File: config.mk
export PLATFORM = sky130hd
export DESIGN_NAME = wu_snoop_cache_ctrl
export DESIGN_NICKNAME = d
export VERILOG_FILES = /design/src/rtl/coh_pkg.sv /design/src/rtl/coh_line_store.sv /design/src/rtl/coh_snoop_unit.sv /design/src/rtl/coh_req_fsm.sv /design/src/rtl/wu_snoop_cache_ctrl.sv
export SDC_FILE = /design/constraint.sdc
export NUM_CORES = 1
export LEC_CHECK = 0
export ABC_AREA = 1
export BUFFER_PORTS_ARGS = -buffer_cell sky130_fd_sc_hd__buf_4
export CELL_PAD_IN_SITES_DETAIL_PLACEMENT = 0
export CELL_PAD_IN_SITES_GLOBAL_PLACEMENT = 1
export CORE_UTILIZATION = 44
export DETAILED_ROUTE_END_ITERATION = 6
export PLACE_DENSITY = 0.91
export SLEW_MARGIN = 15
export SYNTH_ARGS = -nofsm -noshare
export SYNTH_HDL_FRONTEND = slang
export SYNTH_SLANG_ARGS = --single-unit
File: constraint.sdc
create_clock -name clk -period 5.3 [get_ports clk]
set_input_delay 0.265 -clock clk [delete_from_list [all_inputs] [get_ports clk]]
set_output_delay 0.265 -clock clk [all_outputs]
set_load 0.02 [all_outputs]
File: src/rtl/coh_pkg.sv
package coh_pkg;

    typedef enum logic [2:0] {
        LN_INV  = 3'd0,
        LN_VX   = 3'd1,
        LN_SCLN = 3'd2,
        LN_SDRT = 3'd3,
        LN_DRTY = 3'd4
    } line_st_e;

    typedef enum logic [1:0] {
        CMD_RD  = 2'd0,
        CMD_UPD = 2'd1,
        CMD_WB  = 2'd2,
        CMD_NOP = 2'd3
    } bus_cmd_e;

    typedef enum logic [2:0] {
        FS_IDLE  = 3'd0,
        FS_LOOK  = 3'd1,
        FS_EVICT = 3'd2,
        FS_FETCH = 3'd3,
        FS_BCAST = 3'd4
    } fsm_st_e;

endpackage

File: src/rtl/coh_line_store.sv
module coh_line_store
    import coh_pkg::*;
#(
    parameter int SETS   = 4,
    parameter int IDX_W  = 2,
    parameter int TAG_W  = 6,
    parameter int DATA_W = 16
) (
    input  logic              clk,
    input  logic              rst_n,
    input  logic              m_we,
    input  logic [IDX_W-1:0]  m_idx,
    input  logic [TAG_W-1:0]  m_tag,
    input  line_st_e          m_state,
    input  logic [DATA_W-1:0] m_data,
    input  logic              s_we,
    input  logic [IDX_W-1:0]  s_idx,
    input  line_st_e          s_state,
    input  logic [DATA_W-1:0] s_data,
    input  logic [IDX_W-1:0]  ra_idx,
    output logic [TAG_W-1:0]  ra_tag,
    output line_st_e          ra_state,
    output logic [DATA_W-1:0] ra_data,
    input  logic [IDX_W-1:0]  rb_idx,
    output logic [TAG_W-1:0]  rb_tag,
    output line_st_e          rb_state,
    output logic [DATA_W-1:0] rb_data
);

    line_st_e          st_q   [SETS];
    logic [TAG_W-1:0]  tag_q  [SETS];
    logic [DATA_W-1:0] data_q [SETS];

    for (genvar g = 0; g < SETS; g++) begin : g_set
        localparam logic [IDX_W-1:0] SET_ID = IDX_W'(g);
        always_ff @(posedge clk or negedge rst_n) begin
            if (!rst_n) begin
                st_q[g]   <= LN_INV;
                tag_q[g]  <= '0;
                data_q[g] <= '0;
            end else if (m_we && m_idx == SET_ID) begin
                st_q[g]   <= m_state;
                tag_q[g]  <= m_tag;
                data_q[g] <= m_data;
            end else if (s_we && s_idx == SET_ID) begin
                st_q[g]   <= s_state;
                data_q[g] <= s_data;
            end
        end
    end

    assign ra_tag   = tag_q[ra_idx];
    assign ra_state = st_q[ra_idx];
    assign ra_data  = data_q[ra_idx];
    assign rb_tag   = tag_q[rb_idx];
    assign rb_state = st_q[rb_idx];
    assign rb_data  = data_q[rb_idx];


    snoop_data_lands_chk: assert property (@(posedge clk) disable iff (!rst_n)
        (s_we && !(m_we && m_idx == s_idx)) |=>
        (data_q[$past(s_idx)] == $past(s_data) && st_q[$past(s_idx)] == $past(s_state)));

endmodule

File: src/rtl/coh_snoop_unit.sv
module coh_snoop_unit
    import coh_pkg::*;
#(
    parameter int ADDR_W = 8,
    parameter int IDX_W  = 2,
    parameter int TAG_W  = 6,
    parameter int DATA_W = 16
) (
    input  logic              clk,
    input  logic              rst_n,
    input  logic              snp_valid,
    input  logic [1:0]        snp_cmd,
    input  logic [ADDR_W-1:0] snp_addr,
    input  logic [DATA_W-1:0] snp_data,
    input  logic [TAG_W-1:0]  rb_tag,
    input  line_st_e          rb_state,
    input  logic [DATA_W-1:0] rb_data,
    output logic              snp_shared,
    output logic              snp_supply,
    output logic [DATA_W-1:0] snp_rdata,
    output logic              s_we,
    output line_st_e          s_state,
    output logic [DATA_W-1:0] s_data
);

    bus_cmd_e         cmd_e;
    logic [TAG_W-1:0] s_tag;
    logic             s_hit;

    assign cmd_e = bus_cmd_e'(snp_cmd);
    assign s_tag = snp_addr[ADDR_W-1:IDX_W];
    assign s_hit = snp_valid && (rb_state != LN_INV) && (rb_tag == s_tag);

    always_comb begin
        snp_shared = 1'b0;
        snp_supply = 1'b0;
        snp_rdata  = '0;
        s_we       = 1'b0;
        s_state    = rb_state;
        s_data     = rb_data;
        unique case (cmd_e)
            CMD_RD: begin
                if (s_hit) begin
                    snp_shared = 1'b1;
                    snp_supply = 1'b1;
                    snp_rdata  = rb_data;
                    s_we       = 1'b1;
                    s_state    = (rb_state == LN_DRTY || rb_state == LN_SDRT) ? LN_SDRT : LN_SCLN;
                end
            end
            CMD_UPD: begin
                if (s_hit) begin
                    snp_shared = 1'b1;
                    s_we       = 1'b1;
                    s_state    = LN_SCLN;
                    s_data     = snp_data;
                end
            end
            default: begin
            end
        endcase
    end


    idle_snoop_quiet_chk: assert property (@(posedge clk) disable iff (!rst_n)
        (!snp_valid || cmd_e == CMD_WB) |-> (!snp_shared && !snp_supply));

endmodule

File: src/rtl/coh_req_fsm.sv
module coh_req_fsm
    import coh_pkg::*;
#(
    parameter int ADDR_W = 8,
    parameter int IDX_W  = 2,
    parameter int TAG_W  = 6,
    parameter int DATA_W = 16
) (
    input  logic              clk,
    input  logic              rst_n,
    input  logic              cpu_req,
    input  logic              cpu_we,
    input  logic [ADDR_W-1:0] cpu_addr,
    input  logic [DATA_W-1:0] cpu_wdata,
    output logic              cpu_done,
    output logic [DATA_W-1:0] cpu_rdata,
    input  logic              snp_valid,
    input  logic [IDX_W-1:0]  snp_idx,
    output logic              bus_req,
    output bus_cmd_e          bus_cmd,
    output logic [ADDR_W-1:0] bus_addr,
    output logic [DATA_W-1:0] bus_wdata,
    input  logic              bus_gnt,
    input  logic [DATA_W-1:0] bus_rdata,
    input  logic              bus_shared_in,
    output logic [IDX_W-1:0]  ra_idx,
    input  logic [TAG_W-1:0]  ra_tag,
    input  line_st_e          ra_state,
    input  logic [DATA_W-1:0] ra_data,
    output logic              m_we,
    output logic [IDX_W-1:0]  m_idx,
    output logic [TAG_W-1:0]  m_tag,
    output line_st_e          m_state,
    output logic [DATA_W-1:0] m_data
);

    fsm_st_e           cur, nxt;
    logic              req_we;
    logic [ADDR_W-1:0] req_addr;
    logic [DATA_W-1:0] req_wdata;
    logic [IDX_W-1:0]  req_idx;
    logic [TAG_W-1:0]  req_tag;
    logic              hit, clash, done_d;
    logic [DATA_W-1:0] rdata_d;

    assign req_idx = req_addr[IDX_W-1:0];
    assign req_tag = req_addr[ADDR_W-1:IDX_W];
    assign ra_idx  = req_idx;
    assign m_idx   = req_idx;
    assign hit     = (ra_state != LN_INV) && (ra_tag == req_tag);
    assign clash   = snp_valid && (snp_idx == req_idx);

    always_ff @(posedge clk or negedge rst_n) begin
        if (!rst_n) begin
            cur       <= FS_IDLE;
            req_we    <= 1'b0;
            req_addr  <= '0;
            req_wdata <= '0;
            cpu_done  <= 1'b0;
            cpu_rdata <= '0;
        end else begin
            cur       <= nxt;
            cpu_done  <= done_d;
            cpu_rdata <= rdata_d;
            if (cur == FS_IDLE && cpu_req && !cpu_done) begin
                req_we    <= cpu_we;
                req_addr  <= cpu_addr;
                req_wdata <= cpu_wdata;
            end
        end
    end

    always_comb begin
        nxt     = cur;
        m_we    = 1'b0;
        m_tag   = req_tag;
        m_state = LN_INV;
        m_data  = ra_data;
        done_d  = 1'b0;
        rdata_d = cpu_rdata;
        unique case (cur)
            FS_IDLE: begin
                if (cpu_req && !cpu_done) nxt = FS_LOOK;
            end
            FS_LOOK: begin
                if (clash) begin
                    nxt = FS_LOOK;
                end else if (hit && !req_we) begin
                    done_d  = 1'b1;
                    rdata_d = ra_data;
                    nxt     = FS_IDLE;
                end else if (hit && (ra_state == LN_VX || ra_state == LN_DRTY)) begin
                    m_we    = 1'b1;
                    m_state = LN_DRTY;
                    m_data  = req_wdata;
                    done_d  = 1'b1;
                    rdata_d = req_wdata;
                    nxt     = FS_IDLE;
                end else if (hit) begin
                    nxt = FS_BCAST;
                end else if (ra_state == LN_DRTY || ra_state == LN_SDRT) begin
                    nxt = FS_EVICT;
                end else begin
                    nxt = FS_FETCH;
                end
            end
            FS_EVICT: begin
                if (bus_gnt) begin
                    m_we    = 1'b1;
                    m_tag   = ra_tag;
                    m_state = LN_INV;
                    nxt     = FS_FETCH;
                end
            end
            FS_FETCH: begin
                if (bus_gnt) begin
                    m_we = 1'b1;
                    if (!req_we) begin
                        m_state = bus_shared_in ? LN_SCLN : LN_VX;
                        m_data  = bus_rdata;
                        done_d  = 1'b1;
                        rdata_d = bus_rdata;
                        nxt     = FS_IDLE;
                    end else if (bus_shared_in) begin
                        m_state = LN_SDRT;
                        m_data  = req_wdata;
                        nxt     = FS_BCAST;
                    end else begin
                        m_state = LN_DRTY;
                        m_data  = req_wdata;
                        done_d  = 1'b1;
                        rdata_d = req_wdata;
                        nxt     = FS_IDLE;
                    end
                end
            end
            FS_BCAST: begin
                if (bus_gnt) begin
                    m_we    = 1'b1;
                    m_state = bus_shared_in ? LN_SDRT : LN_DRTY;
                    m_data  = req_wdata;
                    done_d  = 1'b1;
                    rdata_d = req_wdata;
                    nxt     = FS_IDLE;
                end
            end
            default: nxt = FS_IDLE;
        endcase
    end

    always_comb begin
        bus_req   = 1'b0;
        bus_cmd   = CMD_NOP;
        bus_addr  = req_addr;
        bus_wdata = '0;
        unique case (cur)
            FS_EVICT: begin
                bus_req   = 1'b1;
                bus_cmd   = CMD_WB;
                bus_addr  = {ra_tag, req_idx};
                bus_wdata = ra_data;
            end
            FS_FETCH: begin
                bus_req = 1'b1;
                bus_cmd = CMD_RD;
            end
            FS_BCAST: begin
                bus_req   = 1'b1;
                bus_cmd   = CMD_UPD;
                bus_wdata = req_wdata;
            end
            default: begin
            end
        endcase
    end


    req_held_chk: assert property (@(posedge clk) disable iff (!rst_n)
        (bus_req && !bus_gnt) |=> (bus_req && $stable(bus_cmd) && $stable(bus_addr)));


    bcast_completes_chk: assert property (@(posedge clk) disable iff (!rst_n)
        (bus_req && bus_gnt && bus_cmd == CMD_UPD) |=> cpu_done);


    evict_then_fetch_chk: assert property (@(posedge clk) disable iff (!rst_n)
        (bus_req && bus_gnt && bus_cmd == CMD_WB) |=> (bus_req && bus_cmd == CMD_RD));


    shared_wmiss_bcast_chk: assert property (@(posedge clk) disable iff (!rst_n)
        (bus_req && bus_gnt && bus_cmd == CMD_RD && req_we && bus_shared_in) |=>
        (bus_req && bus_cmd == CMD_UPD));

endmodule

File: src/rtl/wu_snoop_cache_ctrl.sv
module wu_snoop_cache_ctrl
    import coh_pkg::*;
#(
    parameter int SETS   = 4,
    parameter int ADDR_W = 8,
    parameter int DATA_W = 16
) (
    input  logic              clk,
    input  logic              rst_n,
    input  logic              cpu_req,
    input  logic              cpu_we,
    input  logic [ADDR_W-1:0] cpu_addr,
    input  logic [DATA_W-1:0] cpu_wdata,
    output logic              cpu_done,
    output logic [DATA_W-1:0] cpu_rdata,
    output logic              bus_req,
    output logic [1:0]        bus_cmd,
    output logic [ADDR_W-1:0] bus_addr,
    output logic [DATA_W-1:0] bus_wdata,
    input  logic              bus_gnt,
    input  logic [DATA_W-1:0] bus_rdata,
    input  logic              bus_shared_in,
    input  logic              snp_valid,
    input  logic [1:0]        snp_cmd,
    input  logic [ADDR_W-1:0] snp_addr,
    input  logic [DATA_W-1:0] snp_data,
    output logic              snp_shared,
    output logic              snp_supply,
    output logic [DATA_W-1:0] snp_rdata
);

    localparam int IDX_W = $clog2(SETS);
    localparam int TAG_W = ADDR_W - IDX_W;

    logic [IDX_W-1:0]  ra_idx, m_idx, snp_idx;
    logic [TAG_W-1:0]  ra_tag, rb_tag, m_tag;
    line_st_e          ra_state, rb_state, m_state, s_state;
    logic [DATA_W-1:0] ra_data, rb_data, m_data, s_data;
    logic              m_we, s_we;
    bus_cmd_e          bus_cmd_int;

    assign snp_idx = snp_addr[IDX_W-1:0];
    assign bus_cmd = bus_cmd_int;

    coh_line_store #(.SETS(SETS), .IDX_W(IDX_W), .TAG_W(TAG_W), .DATA_W(DATA_W)) store_i (
        .clk(clk), .rst_n(rst_n),
        .m_we(m_we), .m_idx(m_idx), .m_tag(m_tag), .m_state(m_state), .m_data(m_data),
        .s_we(s_we), .s_idx(snp_idx), .s_state(s_state), .s_data(s_data),
        .ra_idx(ra_idx), .ra_tag(ra_tag), .ra_state(ra_state), .ra_data(ra_data),
        .rb_idx(snp_idx), .rb_tag(rb_tag), .rb_state(rb_state), .rb_data(rb_data)
    );

    coh_snoop_unit #(.ADDR_W(ADDR_W), .IDX_W(IDX_W), .TAG_W(TAG_W), .DATA_W(DATA_W)) snoop_i (
        .clk(clk), .rst_n(rst_n),
        .snp_valid(snp_valid), .snp_cmd(snp_cmd), .snp_addr(snp_addr), .snp_data(snp_data),
        .rb_tag(rb_tag), .rb_state(rb_state), .rb_data(rb_data),
        .snp_shared(snp_shared), .snp_supply(snp_supply), .snp_rdata(snp_rdata),
        .s_we(s_we), .s_state(s_state), .s_data(s_data)
    );

    coh_req_fsm #(.ADDR_W(ADDR_W), .IDX_W(IDX_W), .TAG_W(TAG_W), .DATA_W(DATA_W)) fsm_i (
        .clk(clk), .rst_n(rst_n),
        .cpu_req(cpu_req), .cpu_we(cpu_we), .cpu_addr(cpu_addr), .cpu_wdata(cpu_wdata),
        .cpu_done(cpu_done), .cpu_rdata(cpu_rdata),
        .snp_valid(snp_valid), .snp_idx(snp_idx),
        .bus_req(bus_req), .bus_cmd(bus_cmd_int), .bus_addr(bus_addr), .bus_wdata(bus_wdata),
        .bus_gnt(bus_gnt), .bus_rdata(bus_rdata), .bus_shared_in(bus_shared_in),
        .ra_idx(ra_idx), .ra_tag(ra_tag), .ra_state(ra_state), .ra_data(ra_data),
        .m_we(m_we), .m_idx(m_idx), .m_tag(m_tag), .m_state(m_state), .m_data(m_data)
    );


    port_clash_chk: assert property (@(posedge clk) disable iff (!rst_n)
        !(m_we && s_we && m_idx == snp_idx));


    reset_quiet_chk: assert property (@(posedge clk) disable iff (!rst_n)
        $rose(rst_n) |-> (!cpu_done && !bus_req));

endmodule

======== After elaboration in Yosys (flattened, before gate mapping) ========
Cells that the tools add are included.
W data, S select, Z words.
operators by class
  multiplexer cells ....................... 98
  order comparisons ....................... 2
  reductions and logical operators ........ 37
  eq/ne operators ......................... 26
  bitwise operators ....................... 2
operators by type and width
  cell                  count
  $mux W16              29
  $pmux W16 S3          2
  $mux W3               31
  $bmux W16 S2          2
  $mux W6               6
  $pmux W16 S2          1
  $bmux W6 S2           2
  $logic_and A1 B1 Y1   17
  $mux W1               15
  $pmux W3 S5           1
  $bmux W3 S2           2
  $eq A3 B2 Y1 const B  4
  $eq A6 B6 Y1          2
  $ne A2 B2 Y1 const B  5
  $eq A3 B3 Y1 const B  3
  $pmux W3 S3           1
  $reduce_bool A3 Y1    3
  $eq A2 B2 Y1 const B  4
  $mux W8               1
  $reduce_bool A2 Y1    4
  $eq A2 B1 Y1 const B  3
  $eq A3 B1 Y1 const B  2
  $ge A3 B3 Y1 const B  2
  $logic_not A2 Y1      3
  other kinds (16)      20
word-level totals
  flip-flop bits (word level) ............. 145
  word-level logic and storage cells ...... 183
  output and inout port bits .............. 62

======== Longest topological paths before layout ========
Gate-level depths: netlist (run 1).
  depth after elaboration ................. 13
  depth in mapped cells ................... 19
  depth with buffers taken out ............ 17

======== By module ========
A second synthesis (run 1) with hierarchy kept.
second synthesis, totals
  cells, all modules ...................... 1615
  area, all modules ....................... 10583.9 sq um
by module, submodules not included
  module          cells an instance  times used  area an instance (sq um)
  coh_line_store  924                1           6226.0
  coh_req_fsm     546                1           3565.9
  coh_snoop_unit  145                1           792.0

======== Least setup slack after synthesis (run 1) ========
OpenSTA, ideal clock, no wires.
  path type ............................... input to output
  start point ............................. input snp_addr[1]
  end point ............................... output snp_rdata[10]
  data required time ...................... 5035 ps
  stages .................................. 15
  path buffers ............................ 3
  data arrival time ....................... 2434 ps
  path slack .............................. 2601 ps
  cells stage by stage .................... buf_4 -> inv_2 -> nand2_1 -> buf_2 -> nor2_1 -> nor2_1 -> nand2_1 -> nand2_1 -> nand4_1 -> nor2_2 -> nand2_2 -> nor2_1 -> inv_1 -> clkbuf_1 -> nor2_1
between the ends
  word-level cells in the longest chain between the ends .. 9
  elaborated cells between the ends (all ways) .. 16
RTL lines
  element                                      RTL line                                                          RTL
  from (decl)                                  wu_snoop_cache_ctrl.sv:25                                         input logic [ADDR_W-1:0] snp_addr,
  $not A2 Y3 (implied by the code) (*)         coh_line_store.sv:55, coh_line_store.sv:56, coh_line_store.sv:57
  $bmux W3 S2                                  coh_line_store.sv:56                                              assign rb_state = st_q[rb_idx];
  $mux W3 (implied by the code) (2 in series)  coh_line_store.sv:56
  $reduce_bool A3 Y1                           coh_snoop_unit.sv:32                                              assign s_hit = snp_valid && (rb_state != LN_INV) && (rb_tag == s_tag);
  $logic_and A1 B1 Y1 (2 in series)            coh_snoop_unit.sv:32
  $mux W16 (*)                                 coh_snoop_unit.sv:43                                              if (s_hit) begin
  $mux W16 (*)                                 coh_snoop_unit.sv:41                                              unique case (cmd_e)
  to (decl)                                    wu_snoop_cache_ctrl.sv:29                                         output logic [DATA_W-1:0] snp_rdata
Mark *: on every way between the ends. The rest lies on a longest branch, timed or not. The select of a mux whose other input is x is not followed.

======== Worst setup path in the final report (run 1) ========
  start point ............................. register fsm_i.req_addr[1]
  end point ............................... register store_i.data_q[12] (netlist bit)
between the ends
  word-level cells in the longest chain between the ends .. 13
  elaborated cells between the ends (all ways) .. 34
RTL lines
  element                                                                        RTL line                                                          RTL
  from (decl)                                                                    coh_req_fsm.sv:39                                                 logic [ADDR_W-1:0] req_addr;
  from (signal assigned)                                                         coh_req_fsm.sv:67                                                 req_addr <= cpu_addr;
  $not A2 Y3 (implied by the code)                                               coh_line_store.sv:52, coh_line_store.sv:53, coh_line_store.sv:54
  $bmux W6 S2 / $bmux W3 S2 (equally long branches)                              coh_line_store.sv:52, coh_line_store.sv:53
  $mux W6 (implied by the code) / $mux W3 (equally long branches) (2 in series)  coh_line_store.sv:52, coh_line_store.sv:53
  $eq A6 B6 Y1 (tied with other cells)                                           coh_req_fsm.sv:50                                                 assign hit = (ra_state != LN_INV) && (ra_tag == req_tag);
  $logic_and A1 B1 Y1 / $logic_or A1 B1 Y1 (equally long branches)               coh_req_fsm.sv:50, coh_req_fsm.sv:92
  $logic_and A1 B1 Y1                                                            coh_req_fsm.sv:92                                                 end else if (hit && (ra_state == LN_VX || ra_state == LN_DRTY)) begin
  $mux W1                                                                        coh_req_fsm.sv:92
  $mux W1                                                                        coh_req_fsm.sv:88                                                 end else if (hit && !req_we) begin
  $mux W1                                                                        coh_req_fsm.sv:86                                                 if (clash) begin
  $pmux W1 S2                                                                    coh_req_fsm.sv:81                                                 unique case (cur)
  $logic_and A1 B1 Y1                                                            coh_line_store.sv:41                                              end else if (m_we && m_idx == SET_ID) begin
  $mux W16 / $reduce_bool A2 Y1 (equally long branches)                          n/a
  to (signal, indexed assignment)                                                coh_line_store.sv:44                                              data_q[g] <= m_data;
  to (signal, indexed assignment)                                                coh_line_store.sv:47                                              data_q[g] <= s_data;
  to (decl)                                                                      coh_line_store.sv:32                                              logic [DATA_W-1:0] data_q [SETS];
Several ways; a longest one is shown, not always the timed one. The select of a mux whose other input is x is not followed.
A chain may end at the register's enable or synchronous reset.

==> results of run 1 <==
-- cell families after synthesis --
kind of cell               synth area share
buffers and inverters                 0.100
xor gates and xnor gates           0.000892
and+or+nand+nor                       0.361
DFF                                   0.370
AOI/OAI and AO/OA                     0.165
adders and majority gates           0.00255
-- worst paths after layout --
path | from | end | slack, ns | depth (start not counted)
min in group asynchronous | rst_n | fsm_i.req_addr[4] | 0.35 | 2
max in group asynchronous | rst_n | store_i.data_q[56] | 3.75 | 3
max | fsm_i.req_addr[1] | store_i.data_q[12] | 1.67 | 16
min | cpu_wdata[13] | fsm_i.req_wdata[13] | 0.08 | 3
min reg2reg | fsm_i.cpu_rdata[15] | fsm_i.cpu_rdata[15] | 0.48 | 2
max reg2reg | fsm_i.req_addr[1] | store_i.data_q[12] | 1.67 | 16
-- flip-flops by register name (all words and copies together), names as in the netlist --
register,flops
store_i.data_q,64
fsm_i.req_addr,8
store_i.st_q,12
fsm_i.cur,3
fsm_i.req_we,1
fsm_i.req_wdata,16
fsm_i.cpu_rdata,16
fsm_i.cpu_done,1
store_i.tag_q,24
-- synthesized netlist by cell type (3+ instances only) --
library cell / n / area share
clkinv_1: 5 / 0.0019
nor2_1: 120 / 0.046
buf_1: 3 / 0.0011
clkbuf_1: 48 / 0.018
o211ai_1: 10 / 0.0076
o21a_1: 16 / 0.012
o22ai_1: 68 / 0.043
nor3_1: 4 / 0.0020
o21ai_0: 112 / 0.057
a21oi_1: 73 / 0.037
nand4_1: 52 / 0.033
nand3_1: 157 / 0.080
inv_2: 12 / 0.0046
buf_4: 5 / 0.0038
nor2_2: 7 / 0.0045
dfrtp_1: 145 / 0.37
nand3b_1: 3 / 0.0023
buf_2: 28 / 0.014
o21ai_1: 4 / 0.0020
inv_1: 147 / 0.056
nand2_1: 492 / 0.19
-- worst max-delay path: stages (launching register included) --
cell,delay [ns]
dfrtp_1,0.57
nand2_1,0.15
buf_4,0.26
clkinv_1,0.31
nand2_1,0.13
nand2_1,0.06
nor2_1,0.21
nand3b_1,0.13
o21ai_1,0.11
buf_4,0.26
nand3_2,0.19
nand2_1,0.21
nand2_1,0.29
nand2_1,0.25
inv_2,0.17
nand2_1,0.11
nand3_1,0.08
-- metal layers --
| metal | global-route usage | up-vias | part of all wire |
|---|---|---|---|
| met1 | 0.461 | 5025 | 0.44 |
| met5 | 0 | - | 0 |
| li1 | - | 5235 | - |
| met4 | 0.117 | 0 | 0.023 |
| met2 | 0.479 | 664 | 0.43 |
| met3 | 0.0651 | 70 | 0.11 |
-- stage by stage --
step                      instance area (um2)  hold slack, ns
after global placement                  11000           0.258
final                                   11600          0.0790
after CTS                               11600          0.0701
after global routing                    11600          0.0901
after detailed placement                11000           0.255
after floorplan                          9820         -0.0306
-- power by group --
part / internal, mW / total [mW] / switching, mW
sequential: 1.63 / 2.03 / 0.397
combinational: 1.37 / 4.30 / 2.93
clock: 0.773 / 1.28 / 0.506
-- area by class of cell --
type / count / area share
well taps: 280 / 0.0301
inverters: 164 / 0.0529
clock buffers: 21 / 0.0404
flip-flops and latches: 145 / 0.312
repair buffers: 163 / 0.106
multi-input cells: 1135 / 0.448
clock inverters: 8 / 0.0112
-- timing repair --
action,CTS,global route
buffers inserted,0,0
hold endpoints to repair,49,0
hold buffers,1,0
==> impl_summary.log, run 1 <==
INFO  metric all_layer_global_routing_usage = 0.323
INFO  metric postSynth.topFlopCell = dfrtp_1
INFO  metric number_of_flops_mapped_to_enable_cells_by_yosys = 0
INFO  metric mostFrequentLayoutCell = nand2_1
INFO  metric initial_core_util = 0.450
INFO  metric die_x = between 150 and 200 um
INFO  metric yosysSeqAreaShare = 0.370
INFO  metric powerDensity = between 600 and 700 nW/um2
INFO  metric dr_total_vias = 11000
INFO  metric cts_made_buffers = 17
INFO  metric critPathRequiredTime = roughly 5.6 ns
INFO  metric final_cells = 1916
INFO  metric design.die.area = 22900 um2
INFO  metric dieHeight = around 150 um
INFO  metric final_nets = about 1700
INFO  metric core-area = 21800 um2
INFO  metric avgSynthCellArea = 6.42 um2
INFO  metric status = complete, no violations
INFO  metric layout_min_cycle_time = about 3.6 ns
INFO  metric netlist-cell-type-count = 35
INFO  metric clock_sink_count = 145
INFO  metric max_cap_viols = 0
INFO  metric tritoncts = yes
INFO  metric place.port_buffers = 134
INFO  metric timing_worst_slew_pin_value = 1.09 ns
INFO  metric grt_pass1_vias = ~10000
INFO  metric setup_tns = 0 ns
INFO  metric grt_first_pass_wirelength = roughly 56000 um
INFO  metric finalHoldViolCount = 0
INFO  metric layout_setup_ws = 1.67 ns
INFO  metric worst_ep_arrival_time = 3.94 ns
INFO  metric detail_route.first_pass.iterations = 6
INFO  metric clk-insertion-delay-late = approximately 0.44 ns
INFO  metric mostFrequentLayoutCells = nand2_1, buf_4, nand3_1, inv_1, dfrtp_1
INFO  metric netlist_instances = 1528
INFO  metric endpoint_kind = register
INFO  metric layout-drive-gt1-share = 0.134
INFO  metric post_synthesis_cell_area = about 10000 um2
INFO  metric place_hpwl = between 20000 and 30000 um
INFO  metric fmax = between 200 and 300 MHz
INFO  metric synthArstFlopShare = 1.00
INFO  metric syn2layout_area_growth = 18.6%
INFO  metric timing_worst_setup_path_type = register to register
INFO  metric std_cell_rows = 54
INFO  metric yosys_warnings = 0
INFO  metric n_fill_cell = 2202
INFO  metric io_pins = 135
INFO  metric grt_setup_unrepaired = false
INFO  metric clock_path_buffers = 2
INFO  metric synthesized_nets = 1603
INFO  metric synth-seq-cells = 145
INFO  metric p_total = 7.61 mW
INFO  metric seqCellArea = 3630 um2
INFO  metric finalCritPeriodShare = 0.685
INFO  metric dr.first_iter.drc_count = 1211
INFO  metric final_antenna_net_count = 0
INFO  metric n_diodes = 0
INFO  metric setup-violations-final = 0
INFO  metric worst_vdd_drop = 0.211 mV
INFO  metric grt_start_max_net_pins = between 50 and 60
INFO  metric slew_violations = 0
INFO  metric clockRootBuffer = clkbuf_16
INFO  metric drt_wl_total = 36200 um
INFO  metric cts-htree-levels = 4
INFO  metric slew_headroom = 0.270
INFO  metric multi_input_area = 5220 um2
INFO  metric critical_path.startpoint_type = register
INFO  metric numPlacedInstances = 1886
INFO  metric power_leakage = 6.01 nW
INFO  metric number_of_antenna_violations_at_the_first_check_in_global_routing = 0
INFO  metric skew = roughly 0.0086 ns
INFO  metric drc = 0
INFO  metric overflow = 0
INFO  metric path_max_fanout = 20
INFO  metric routabilityCongestion = about 0.94
INFO  metric avgRoutedWirePerCell = roughly 19 um
INFO  metric worstHoldPathType = primary input to register
INFO  metric cts_resized = 0
INFO  metric utilization = 0.534
INFO  metric pre_cts_ws = 1.74 ns
INFO  metric path_clk_slew = 0.06 ns
INFO  metric via_per_inst = ~5.7
No activity file was read; power rests on OpenSTA's default activity.
==> run 2, diff against run 1 <==
--- a/config.mk
+++ b/config.mk
@@ -9,9 +9,9 @@
 export BUFFER_PORTS_ARGS = -buffer_cell sky130_fd_sc_hd__buf_4
 export CELL_PAD_IN_SITES_DETAIL_PLACEMENT = 0
 export CELL_PAD_IN_SITES_GLOBAL_PLACEMENT = 1
-export CORE_UTILIZATION = 44
+export CORE_UTILIZATION = 37
 export DETAILED_ROUTE_END_ITERATION = 6
-export PLACE_DENSITY = 0.91
+export PLACE_DENSITY = 0.82
 export SLEW_MARGIN = 15
 export SYNTH_ARGS = -nofsm -noshare
 export SYNTH_HDL_FRONTEND = slang
==> constraint.sdc (replaced) <==
create_clock -name clk -period 3.1 [get_ports clk]
set_input_delay 0.155 -clock clk [delete_from_list [all_inputs] [get_ports clk]]
set_output_delay 0.155 -clock clk [all_outputs]
set_load 0.02 [all_outputs]
==> impl_summary.log, run 2 (same netlist as run 1, synthesis figures left out) <==
INFO  metric status = complete, no violations (unchanged)
INFO  metric powerDensity = 1070 nW/um2 (was 653 nW/um2)
INFO  metric critical_path.startpoint_type = register (unchanged)
INFO  metric max_cap_viols = 0 (unchanged)
INFO  metric layout_min_cycle_time = roughly 2.9 ns
INFO  metric top_regs = store_i.data_q x64, store_i.tag_q x24 (unchanged)
INFO  metric die_x = 165 um (was 151 um)
INFO  metric worst_path_most_repeated_cell = buf_4 (was nand2_1)
INFO  metric design.die.area = 27200 um2 (was 22900 um2)
INFO  metric path_max_fanout = 17 (was 20)
INFO  metric setup-violations-final = 0 (unchanged)
INFO  metric largest_register_ff_count = 64 (unchanged)
INFO  metric drc = 0 (unchanged)
INFO  metric p_total = 13.0 mW (was 7.61 mW)
INFO  metric critPathSlowestCell = dfrtp_1 (unchanged)
INFO  metric cp_cell_sequence = buf_4, inv_2, nor2_1, clkinv_1, buf_6, o22ai_1, a21oi_1, o21a_1, inv_1, o21ai_0, buf_4 (was nand2_1, buf_4, clkinv_1, nand2_1, nand2_1, nor2_1, nand3b_1, o21ai_1, buf_4, nand3_2, nand2_1, nand2_1, nand2_1, inv_2, nand2_1, nand3_1)
INFO  metric worstHoldPathType = primary input to register (unchanged)
INFO  metric registers.top_by_ff_count = store_i.data_q (unchanged)
INFO  metric mostFrequentLayoutCells = nand2_1, buf_4, nand3_1, inv_1, dfrtp_1 (unchanged)
INFO  metric dieHeight = 165 um (was 151 um)
INFO  metric clk-insertion-delay-late = 0.44 ns (about the same)
INFO  metric dr_total_vias = 11100 (was 11000)
INFO  metric fmax = 342 MHz
INFO  metric overflow = 0 (unchanged)
INFO  metric n_diodes = 0 (unchanged)
INFO  metric all_layer_global_routing_usage = 0.284 (was 0.323)
INFO  metric setup_tns = 0 ns (unchanged)
INFO  metric final_nets = 1744 (was 1701)
INFO  metric worst_ep_arrival_time = 2.77 ns (was 3.94 ns)
INFO  metric worst_vdd_drop = 0.563 mV (was 0.211 mV)
INFO  metric timing_worst_setup_path_type = register to primary output (was register to register)
INFO  metric grt_pass1_vias = 10100 (was 9989)
INFO  metric finalCritPeriodShare = 0.943
INFO  metric endpoint_kind = primary output (was register)
INFO  metric path_clk_slew = 0.06 ns (about the same)
INFO  metric std_cell_rows = 59 (was 54)
INFO  metric via_per_inst = 5.48 (was 5.74)
INFO  metric layout-drive-gt1-share = 0.147 (was 0.134)
INFO  metric core-area = 26100 um2 (was 21800 um2)
INFO  metric power_leakage = 6.20 nW (was 6.01 nW)
INFO  metric crit_path_max_incr_delay = 0.36 ns (was 0.57 ns)
INFO  metric routabilityCongestion = 0.909 (was 0.941)
INFO  metric avgRoutedWirePerCell = 18.8 um (was 18.9 um)
INFO  metric cts-htree-levels = 4 (unchanged)
INFO  metric grt_setup_unrepaired = false (unchanged)
INFO  metric number_of_antenna_violations_at_the_first_check_in_global_routing = 0 (unchanged)
INFO  metric skew = 0.0131 ns (was 0.00860 ns)
INFO  metric grt_first_pass_wirelength = 58200 um (was 55800 um)
INFO  metric slew_headroom = 0.427 (was 0.270)
INFO  metric clock_path_buffers = 2 (unchanged)
INFO  metric finalHoldViolCount = 0 (unchanged)
INFO  metric io_pins = 135 (unchanged)
INFO  metric clockRootBuffer = clkbuf_16 (unchanged)
INFO  metric slew_violations = 0 (unchanged)
INFO  metric cts_made_buffers = 17 (unchanged)
INFO  metric drt_wl_total = 37900 um (was 36200 um)
INFO  metric clock_sink_count = 145 (unchanged)
INFO  metric initial_core_util = 0.377 (was 0.450)
INFO  metric hold_slack = 0.0107 ns (was 0.0790 ns)
INFO  metric place.port_buffers = 134 (unchanged)
INFO  metric syn2layout_area_growth = 23.8% (was 18.6%)
INFO  metric tritoncts = yes (unchanged)
INFO  metric timing_worst_slew_pin_value = 0.852 ns (was 1.09 ns)
INFO  metric detail_route.first_pass.iterations = 5 (was 6)
INFO  metric dr.first_iter.drc_count = 1217 (was 1211)
INFO  metric final_antenna_net_count = 0 (unchanged)
INFO  metric mostFrequentLayoutCell = nand2_1 (unchanged)
INFO  metric place_hpwl = 26600 um (was 25600 um)
INFO  metric grt_start_max_net_pins = 95 (was 58)
INFO  metric critPathRequiredTime = 2.94 ns (was 5.61 ns)
==> run 2: metrics by stage <==
stage	utilization	setup slack (ns)	area, um2	std cells
CTS	0.465	0.0855	12100	2015
detailed placement	0.433	0.248	11300	1960
global route	0.466	0.0393	12200	2017
global placement	0.433	0.303	11300	1960
finish	0.466	0.175	12200	2017
floorplan	-	0.621	9820	1528
==> run 2: worst max-delay path: cells and delay by family (launching register included) <==
family / cells / cell delay [ns]
flops: 1 / 0.36
compound gates: 4 / 0.75
buf+inv: 6 / 1.12
simple gates: 1 / 0.11
==> run 2: report_power, final <==
group	switching [mW]	internal [mW]
registers	0.672	2.79
logic	5.07	2.45
clock network	0.900	1.16
==> run 2: area by class of cell <==
type	instances	area (um2)
fill	2721	13900
multi-input combinational	1135	5230
inverter	164	626
sequential	145	3630
clock buffer	19	453
clock inverter	13	128
timing repair buffer	206	1660
tap	335	419
==> run 2: final timing paths <==
kind	from	end	slack, ns	cells after the start
hold reg to reg	fsm_i.cpu_rdata[0]	fsm_i.cpu_rdata[0]	0.49	2
hold / removal	cpu_addr[0]	fsm_i.req_addr[0]	0.01	3
min in group asynchronous	rst_n	fsm_i.req_addr[3]	0.25	2
max in group asynchronous	rst_n	store_i.data_q[20]	1.92	3
setup / recovery	fsm_i.req_addr[0]	bus_wdata[3]	0.18	11
setup reg to reg	fsm_i.req_addr[0]	store_i.data_q[14]	0.29	15
==> run 2: timing repair <==
| action | in CTS | in global routing |
|---|---|---|
| hold endpoints to repair | 73 | 1 |
| resized for setup | 0 | 7 |
| endpoints found under the setup margin | 0 | 43 |
| hold buffers | 23 | 1 |
| setup buffers | 0 | 1 |
==> run 2: layer usage <==
layer	global-route usage	vias up	share of wire
met5	0	-	0
met4	0.0701	0	0.013
met3	0.0819	38	0.11
met2	0.407	574	0.42
met1	0.414	5116	0.45
li1	-	5324	-
==> run 3, diff against run 2 <==
--- a/config.mk
+++ b/config.mk
@@ -12,6 +12,7 @@
 export CORE_UTILIZATION = 37
 export DETAILED_ROUTE_END_ITERATION = 6
 export PLACE_DENSITY = 0.82
+export RECOVER_POWER = 25
 export SLEW_MARGIN = 15
 export SYNTH_ARGS = -nofsm -noshare
 export SYNTH_HDL_FRONTEND = slang
==> impl_summary.log, run 3 (same netlist as run 1, synthesis figures left out) <==
INFO  metric dr_total_vias = 11100 (about the same)
INFO  metric status = complete, no violations (unchanged)
INFO  metric grtUsageMet3 = 0.0819 (unchanged)
INFO  metric path_max_fanout = 17 (unchanged)
INFO  metric overflow = 0 (unchanged)
INFO  metric critical_path_buf_inv_count = 6 (unchanged)
INFO  metric power_frac_seq = 0.267 (was 0.265)
INFO  metric initial_core_util = 0.377 (unchanged)
INFO  metric skew = 0.0122 ns (was 0.0131 ns)
INFO  metric layout-drive-gt1-share = 0.137 (was 0.147)
INFO  metric grt_start_max_net_pins = 95 (unchanged)
INFO  metric die_x = 165 um (unchanged)
INFO  metric critPathRequiredTime = 2.94 ns (about the same)
INFO  metric setup_tns = 0 ns (unchanged)
INFO  metric slew_violations = 0 (unchanged)
INFO  metric std_cell_rows = 59 (unchanged)
INFO  metric drt_wl_total = 38000 um (was 37900 um)
INFO  metric cp_cell_sequence = buf_4, inv_2, nor2_1, clkinv_1, buf_6, o22ai_1, a21oi_1, o21a_1, inv_1, o21ai_0, buf_4 (unchanged)
INFO  metric crit_path_max_incr_delay = 0.36 ns (about the same)
INFO  metric finalCritPeriodShare = 0.945 (was 0.943)
INFO  metric number_of_antenna_violations_at_the_first_check_in_global_routing = 0 (unchanged)
INFO  metric clk-insertion-delay-late = 0.43 ns (was 0.44 ns)
INFO  metric cpLargestDelayFamily = buffers and inverters (unchanged)
INFO  metric power_report.internal_total = 6.31 mW (was 6.40 mW)
INFO  metric place.port_buffers = 134 (unchanged)
INFO  metric dr.first_iter.drc_count = 1238 (was 1217)
INFO  metric clock_sink_count = 145 (unchanged)
INFO  metric registers.top_by_ff_count = store_i.data_q (unchanged)
INFO  metric drc = 0 (unchanged)
INFO  metric globalRouteMet1Util = 0.414 (unchanged)
INFO  metric comb_power_share = 0.574 (was 0.577)
INFO  metric switchingPower = 6.65 mW (was 6.64 mW)
INFO  metric utilization = 0.464 (was 0.466)
INFO  metric worst_vdd_drop = 0.551 mV (was 0.563 mV)
INFO  metric final_nets = 1744 (unchanged)
INFO  metric max_cap_viols = 0 (unchanged)
INFO  metric design.die.area = 27200 um2 (unchanged)
INFO  metric power_leakage = 6.14 nW (was 6.20 nW)
INFO  metric core-area = 26100 um2 (unchanged)
INFO  metric final_cells = 2017 (unchanged)
INFO  metric worst_ep_arrival_time = 2.78 ns (was 2.77 ns)
INFO  metric endpoint_kind = primary output (unchanged)
INFO  metric p_total = 13.0 mW (about the same)
INFO  metric all_layer_global_routing_usage = 0.284 (unchanged)
INFO  metric detail_route.first_pass.iterations = 6 (was 5)
INFO  metric final_antenna_net_count = 0 (unchanged)
INFO  metric setup-violations-final = 0 (unchanged)
INFO  metric worstHoldPathType = primary input to register (unchanged)
INFO  metric tritoncts = yes (unchanged)
INFO  metric powerDensity = 1070 nW/um2 (about the same)
INFO  metric grt_first_pass_wirelength = 58200 um (unchanged)
INFO  metric grt_setup_unrepaired = false (unchanged)
INFO  metric clock_path_buffers = 2 (unchanged)
INFO  metric routabilityCongestion = 0.909 (unchanged)
INFO  metric grt_pass1_vias = 10100 (unchanged)
INFO  metric mostFrequentLayoutCells = nand2_1, buf_4, nand3_1, inv_1, dfrtp_1 (unchanged)
INFO  metric finalHoldViolCount = 0 (unchanged)
INFO  metric worst_path_most_repeated_cell = buf_4 (unchanged)
INFO  metric n_diodes = 0 (unchanged)
INFO  metric cts_made_buffers = 17 (unchanged)
INFO  metric largest_register_ff_count = 64 (unchanged)
INFO  metric layout_min_cycle_time = 2.93 ns (was 2.92 ns)
INFO  metric globalRouteMet2Util = 0.407 (unchanged)
INFO  metric clockRootBuffer = clkbuf_16 (unchanged)
INFO  metric path_clk_slew = 0.06 ns (about the same)
INFO  metric timing_worst_setup_path_type = register to primary output (unchanged)
INFO  metric timing_worst_slew_pin_value = 1.41 ns (was 0.852 ns)
INFO  metric grt_busiest_layer = met1 (unchanged)
INFO  metric critPathSlowestCell = dfrtp_1 (unchanged)
INFO  metric fmax = 341 MHz (was 342 MHz)
INFO  metric via_per_inst = 5.49 (was 5.48)
INFO  metric dieHeight = 165 um (unchanged)
INFO  metric avgRoutedWirePerCell = 18.8 um (about the same)
INFO  metric io_pins = 135 (unchanged)
INFO  metric top_regs = store_i.data_q x64, store_i.tag_q x24 (unchanged)
INFO  metric mostFrequentLayoutCell = nand2_1 (unchanged)
INFO  metric place_hpwl = 26600 um (unchanged)
INFO  metric critical_path.startpoint_type = register (unchanged)
INFO  metric numPlacedInstances = 1960 (unchanged)
INFO  metric cts-htree-levels = 4 (unchanged)
INFO  metric power_frac_clock = 0.159 (was 0.158)
INFO  metric syn2layout_area_growth = 23.1% (was 23.8%)
INFO  metric power_switching_share = 0.513 (was 0.509)
INFO  metric slew_headroom = 0.0615 (was 0.427)
## run 3: metrics by stage
step           hold slack, ns  area (um2)  worst slack [ns]
2_1_floorplan          -0.141        9820             0.621
3_5_place_dp            0.144       11300             0.248
3_3_place_gp            0.147       11300             0.303
6_report               0.0120       12100             0.170
5_1_grt               0.00426       12100            0.0393
4_1_cts               0.00116       12100            0.0855
## run 3: routing by layer
| metal | vias up | part of all wire |
|---|---|---|
| li1 | 5327 | - |
| met2 | 572 | 0.42 |
| met4 | 0 | 0.015 |
| met3 | 52 | 0.11 |
| met5 | - | 0 |
| met1 | 5131 | 0.45 |
## run 3: path summary, 6_finish.rpt
path,start,slack [ns],to,cells past startpoint
worst min-delay path,cpu_addr[0],0.01,fsm_i.req_addr[0],3
min in group asynchronous,rst_n,0.59,fsm_i.req_addr[3],2
max in group asynchronous,rst_n,1.31,store_i.data_q[43],3
worst max register to register,fsm_i.req_addr[0],0.28,store_i.data_q[14],15
worst max-delay path,fsm_i.req_addr[0],0.17,bus_wdata[3],11
worst min register to register,fsm_i.cpu_rdata[0],0.49,fsm_i.cpu_rdata[0],2
## run 3: tightest hold or removal path: stages
cell and delay, ns:
buf_4 0.08, nor2_1 0.04, a21oi_1 0.12
## run 3: power groups by stage
stage | Combinational, mW | Sequential (mW) | Clock (mW)
after floorplan | 4.78 | 3.39 | 0
after global placement | 7.20 | 3.45 | 0
after detailed placement | 7.28 | 3.44 | 0
after CTS | 7.35 | 3.42 | 2.09
after global routing | 8.24 | 3.55 | 2.17
final | 7.44 | 3.46 | 2.06
## run 3: layout make-up
type                            count  area (um2)
Fill cell                        2739       14000
Sequential cell                   145        3630
Clock buffer                       19         453
Tap cell                          335         419
Timing Repair Buffer              206        1590
Inverter                          164         626
Multi-Input combinational cell   1135        5230
Clock inverter                     13         128
## run 3: what timing repair did
item                                   4_1_cts  5_1_grt
buffers inserted                             0        1
endpoints found under the hold margin       73        1
resized for setup                            0        7
hold buffers                                23        1
setup endpoints to repair                    0       43
